<file path="src/rtl/asu_pkg.sv">
package asu_pkg;

  typedef enum logic [3:0] {
    OP_SHR  = 4'h0,
    OP_SHRV = 4'h1,
    OP_ROR  = 4'h2,
    OP_RORV = 4'h3,
    OP_SHL  = 4'h4,
    OP_SHLV = 4'h5,
    OP_ROL  = 4'h6,
    OP_ROLV = 4'h7,
    OP_SRA  = 4'h8
  } asu_op_e;

  localparam logic [3:0] OP_LAST = 4'h8;

  function automatic logic op_is_valid(input logic [3:0] code);
    return code <= OP_LAST;
  endfunction

endpackage

</file>
<file path="src/rtl/asu_step.sv">
module asu_step #(
  parameter int W = 8
) (
  input  logic [3:0] op,
  input  logic [W:0] cur,   // {v, acc}
  output logic [W:0] nxt
);
  import asu_pkg::*;

  function automatic logic [W:0] move_one(input logic [3:0] code, input logic [W:0] r);
    logic         v;
    logic [W-1:0] a;
    logic [W:0]   res;
    v = r[W];
    a = r[W-1:0];
    case (code)
      OP_SHR:           res = {v, 1'b0, a[W-1:1]};
      OP_SHRV, OP_RORV: res = {a[0], v, a[W-1:1]};
      OP_ROR:           res = {v, a[0], a[W-1:1]};
      OP_SHL:           res = {v, a[W-2:0], 1'b0};
      OP_SHLV, OP_ROLV: res = {a[W-1], a[W-2:0], v};
      OP_ROL:           res = {v, a[W-2:0], a[W-1]};
      OP_SRA:           res = {v, a[W-1], a[W-1:1]};
      default:          res = r;
    endcase
    return res;
  endfunction

  assign nxt = move_one(op, cur);

endmodule

</file>
<file path="src/rtl/asu_ctrl.sv">
module asu_ctrl #(
  parameter int CW = 4
) (
  input  logic          clk,
  input  logic          rst_n,
  input  logic          start,
  input  logic          op_bad,
  input  logic [CW-1:0] cnt_in,
  output logic          accept,
  output logic          step_en,
  output logic          last_step,
  output logic          busy,
  output logic          done
);
  logic [CW-1:0] remain;
  logic          quick;

  assign accept    = start & ~busy;
  assign quick     = accept & (op_bad | (cnt_in == '0));
  assign step_en   = busy;
  assign last_step = busy & (remain == CW'(1));

  always_ff @(posedge clk or negedge rst_n) begin
    if (!rst_n) begin
      busy   <= 1'b0;
      done   <= 1'b0;
      remain <= '0;
    end else begin
      done <= 1'b0;
      if (accept) begin
        if (quick) begin
          done <= 1'b1;
        end else begin
          busy   <= 1'b1;
          remain <= cnt_in;
        end
      end else if (busy) begin
        remain <= remain - CW'(1);
        if (last_step) begin
          busy <= 1'b0;
          done <= 1'b1;
        end
      end
    end
  end

endmodule

</file>
<file path="src/rtl/acc_shift_unit.sv">
module acc_shift_unit #(
  parameter int W  = 8,
  parameter int CW = 4
) (
  input  logic          clk,
  input  logic          rst_n,
  input  logic          start,
  input  logic [3:0]    op,
  input  logic [CW-1:0] count,
  input  logic [W-1:0]  acc_in,
  input  logic          v_in,
  output logic [W-1:0]  acc_out,
  output logic          v_out,
  output logic          done,
  output logic          busy,
  output logic          err
);
  import asu_pkg::*;

  logic       accept;
  logic       step_en;
  logic       last_step;
  logic       op_bad;
  logic [3:0] op_q;
  logic [W:0] data_q;
  logic [W:0] data_nxt;

  assign op_bad = ~op_is_valid(op);

  asu_ctrl #(.CW(CW)) u_ctrl (
    .clk       (clk),
    .rst_n     (rst_n),
    .start     (start),
    .op_bad    (op_bad),
    .cnt_in    (count),
    .accept    (accept),
    .step_en   (step_en),
    .last_step (last_step),
    .busy      (busy),
    .done      (done)
  );

  asu_step #(.W(W)) u_step (
    .op  (op_q),
    .cur (data_q),
    .nxt (data_nxt)
  );

  always_ff @(posedge clk or negedge rst_n) begin
    if (!rst_n) begin
      data_q <= '0;
      op_q   <= '0;
      err    <= 1'b0;
    end else begin
      err <= accept & op_bad;
      if (accept) begin
        data_q <= {v_in, acc_in};
        op_q   <= op;
      end else if (step_en) begin
        data_q <= data_nxt;
      end
    end
  end

  assign acc_out = data_q[W-1:0];
  assign v_out   = data_q[W];

endmodule

</file>
<file path="config.mk">
export PLATFORM = sky130hd
export DESIGN_NAME = acc_shift_unit
export DESIGN_NICKNAME = d
export VERILOG_FILES = /design/src/rtl/asu_pkg.sv /design/src/rtl/asu_step.sv /design/src/rtl/asu_ctrl.sv /design/src/rtl/acc_shift_unit.sv
export SDC_FILE = /design/constraint.sdc
export NUM_CORES = 1
export LEC_CHECK = 0
export ABC_AREA = 1
export BUFFER_PORTS_ARGS = -buffer_cell sky130_fd_sc_hd__buf_2
export CORE_MARGIN = 2
export CORE_UTILIZATION = 33
export CTS_BUF_LIST = sky130_fd_sc_hd__clkbuf_8
export DETAILED_ROUTE_END_ITERATION = 12
export PLACE_DENSITY = 0.66
export SYNTH_ARGS = -nofsm -noshare
export SYNTH_HDL_FRONTEND = slang
export SYNTH_HIERARCHICAL = 1
export SYNTH_SLANG_ARGS = --single-unit
</file>
<file path="constraint.sdc">
create_clock -name clk -period 1.2 [get_ports clk]
set_clock_uncertainty 0.15 [all_clocks]
set_input_delay 0.06 -clock clk [delete_from_list [all_inputs] [get_ports clk]]
set_output_delay 0.06 -clock clk [all_outputs]
set_load 0.005 [all_outputs]
</file>
* Word-level counts from Yosys, hierarchy flattened *
Index checks and enable logic that the tools add are counted.

storage, ports and cells
  bits in registers = 20
  output and inout bits = 12

cells by class
  eq/ne operators = 15
  multiplexer cells = 14
  bitwise operators = 7
  $add $sub $neg = 1
  magnitude comparators = 1
  reductions and logical operators = 12

operators by type and width
  kind                 number
  $pmux 9 s7           1
  $mux 9               2
  $eq 4x3->1 const B   4
  $mux 4               3
  $ne 2x2->1 const B   6
  $eq 4x1->1 const B   2
  $eq 4x2->1 const B   2
  $logic_not 4->1      2
  $mux 1               8
  $reduce_bool 8->1    1
  $reduce_and 7->1     1
  $reduce_bool 7->1    1
  $and 1x1->1          4
  $eq 4x4->1 const B   1
  $le 4x4->1 const B   1
  $reduce_and 2->1     2
  $reduce_or 2->1      2
  $sub 4x1->4 const B  1
  $reduce_and 3->1     1
  $reduce_bool 3->1    1
  $not 1->1            2
  $reduce_bool 2->1    1
  $or 1x1->1           1

* Logic depth before layout (Yosys ltp) *
  word-level depth = 6
  depth in mapped cells = 8
  mapped depth without buffers = 8

* Hierarchy *
Netlist, hierarchy kept.

modules (own cells, without submodules)
  module          cells an instance  times used  area an instance (µm²)
  acc_shift_unit  70                 1           601.8
  asu_ctrl        52                 1           422.9
  asu_step        67                 1           277.8

* Worst setup path after synthesis *
OpenSTA, ideal clock, no wires.

  path type = reg2reg
  start point = register op_q[1]
  end point = register data_q[6]
  data arrival time = 1,073 ps
  cell stages (with the launch flop) = 8
  setup time = 68 ps
  clock period less this slack = 1,291 ps
  slack = -91 ps
  data required time = 982 ps
  path through = dfrtp_1 nor2_1 nand2_1 nand2_1 nor2_1 a21oi_1 nand3_1 nand3_1

on the way
  longest elaborated chain between the ends = 5

RTL lines
  element                                   line                  RTL
  from (decl)                               acc_shift_unit.sv:24  logic [3:0] op_q;
  from (signal assigned)                    acc_shift_unit.sv:58  op_q <= op;
  $eq 4x3->1, or another cell as far along  asu_step.sv:16        case (code)
  $reduce_or 2->1                           asu_step.sv:16
  $pmux 9 s7 (*)                            asu_step.sv:16
  net data_nxt[6]                           acc_shift_unit.sv:26  logic [W:0] data_nxt;
  $mux 9 (*)                                acc_shift_unit.sv:59  end else if (step_en) begin
  $mux 9 (*)                                acc_shift_unit.sv:56  if (accept) begin
  to (signal assigned)                      acc_shift_unit.sv:57  data_q <= {v_in, acc_in};
  to (signal assigned)                      acc_shift_unit.sv:60  data_q <= data_nxt;
  to (decl)                                 acc_shift_unit.sv:25  logic [W:0] data_q;

Mark *: on every way through the listed nets, which the timed path passes. The rest lies on a longest branch. The select of a mux whose other input is x is not followed.
A chain may end at the register's enable or synchronous reset.

* Worst setup path in the final report *
  start point = register op_q[0]
  end point = register data_q[2]

The elaborated chain is that of the path after synthesis.

==> impl_metrics.yaml <==
sta:
  hold_viol_final: 1
  fmax_mhz: 744
  finalMaxSlewViolations: 0
  final-setup-viol-count: 14
  fin_ws_ps: -145
  period_share_pct: 112
  rsz0062_at_grt: "true"
  finalCriticalPeriod_ps: 1340
  slew-limit-headroom_pct: 67.0
  hold-worst-slack_ps: -9.99
  worst_pin_slew_ps: 495
  fin_tns_setup_ps: -1390
power:
  p_leak_nw: 1.10
  swShare_pct: 46.2
  power.switching_w: 0.00253
  pwr-share-comb_pct: 65.6
  p_seq_share_pct: 24.5
  p_per_area_mw_per_mm2: 2490
  internal_power_w: 0.00295
  pwr-share-clk_pct: 9.9
  ir_drop_v: 0.00108
critical_path:
  worstSetupPathType: "reg -> reg"
  rrSetupSlack_ps: -140
  startpoint_type: "flop"
  arrival_ps: 1400
  path_max_fanout: 7
  worstPathRequired_ps: 1260
  endpoint_kind: "flop"
global_route:
  overflow: 0
  grt_max_degree: 21
  grt_pass1_vias: 1394
  track_usage_pct: 17.8
  antenna_found_initial: 0
  grt_pass1_wl_um: 6070
drt:
  drc: 0
  wl_per_cell_um: 12.4
  wirelength_um: 3880
  num_vias: 1497
  drt_iter0_drc: 91
  ant_nets: 0
  viasPerCell: 4.78
  dr.pass1.iters: 4
floorplanning:
  design.die.area_sq_mm: 0.00445
  die_width_um: 66.7
  die_h_um: 66.7
  num_rows: 22
  core_sq_mm: 0.00372
  start_util_pct: 34.9
  io_pins: 32
synth:
  netlist_instances: 188
  yosys_warnings: 6
  synth_nets: 210
  netlist_area_sq_mm: 0.00130
  syn_area_per_cell_sq_um: 6.91
final_layout:
  ff_latch_area_sq_um: 502
  final_nets: 288
  multi_input_area_sq_um: 892
  nFillCells: 358
  syn2layout_area_growth_pct: 69.7
  diodes: 0
  finish.utilization_pct: 59.3
  fin_cells: 313
  drive_above_1_share_pct: 42.3
  stdcell_area_sq_mm: 0.00220
clock_tree:
  clockBufferDepth: 2
  clk_latency_ps: 260
  holdBufCountCts: 19
  cts_made_buffers: 3
  cts_tree: "done"
  clockRootBuffer: "clkbuf_8"
  h-tree-depth: 1
  cts_sinks: 20
  clk_pin_slew_worst_paths_ps: 80
status:
  status: "finished with violations"
  violations: "negative hold slack, negative setup slack"
place:
  dp.final_hpwl_um: 2400
  dpl_cell_area_sq_mm: 0.00165
  portBuffers: 31
  pre_cts_slack_ps: -194
  gp_congestion: 0.804
  dpl.cell_count: 279
job:
  cap_violations: 0
min_path:
  hp-class: "in -> reg"
## cell usage in the layout, fill, tap and decap left out, types with 4 or more instances in the layout
master and instances:
a21oi_2 6, buf_2 30, buf_4 21, buf_6 4, clkbuf_8 4, dfrtp_1 19, dlygate4sd3_1 19, inv_1 11
inv_2 5, nand2_1 49, nand2_2 5, nand2_4 8, nand3_1 22, nand3_2 6, nor2_1 23, nor2_4 4
o21ai_2 4
## flip-flops by register name, summed over array words and instances (netlist names)
name and flops:
u_ctrl/remain 4, data_q 9, u_ctrl/busy 1, err 1, op_q 4, u_ctrl/done 1
## through the flow
step	power, W	hold slack, ps
finish	0.00548	-9.99
global route	0.00592	-1.57
CTS	0.00491	-1.63
detailed placement	0.00390	-104
global placement	0.00385	-107
floorplan	0.00304	-386
## path summary, 6_finish.rpt
kind,from,endpoint,depth (start not counted)
max,op_q[0]$_DFFE_PN0P_,data_q[2]$_DFFE_PN0P_,7
min,start,u_ctrl/done$_DFF_PN0_,3
max reg2reg,op_q[0]$_DFFE_PN0P_,data_q[2]$_DFFE_PN0P_,7
min reg2reg,u_ctrl/remain[3]$_DFFE_PN0P_,u_ctrl/remain[3]$_DFFE_PN0P_,2
max in group asynchronous,rst_n,op_q[2]$_DFFE_PN0P_,2
min in group asynchronous,rst_n,u_ctrl/remain[3]$_DFFE_PN0P_,2
## worst max-delay path, stage by stage (launching register included)
cell and delay (ps):
dfrtp_1 420, nor2_4 190, nand2_4 90, nand2_4 100
nand2_1 60, a21oi_1 120, nand3_1 90, nand3_1 70
## power by group through the flow
stage	Clock (W)	Sequential, W	Combinational (W)
3_3_place_gp	0	0.00130	0.00255
5_1_grt	0.000576	0.00138	0.00396
4_1_cts	0.000550	0.00133	0.00303
2_1_floorplan	0	0.00131	0.00174
3_5_place_dp	0	0.00130	0.00260
6_report	0.000542	0.00134	0.00359
## metal layers
metal	wire length [um]	up-vias	track usage (%)
li1	-	750	-
met1	1620	704	20.1
met2	2060	39	33.4
met3	155	4	3.72
met4	46	0	4.85
met5	0	-	0
## layout make-up
type	count	share of cell area, %
timing repair inverter	1	0.738
timing repair buffer	76	26.2
clock buffer	4	2.50
sequential	20	22.8
multi-input combinational	144	40.5
tap	48	2.73
inverter	20	4.54
## what timing repair did
| item | CTS | global route |
|---|---|---|
| buffers inserted | 3 | 7 |
| pin swaps | 7 | 7 |
| endpoints found under the setup margin | 16 | 20 |
| hold endpoints to repair | 39 | 1 |
| gates cloned | 1 | 0 |
| gates resized for setup | 24 | 33 |
Power figures use the tool's default switching activity.
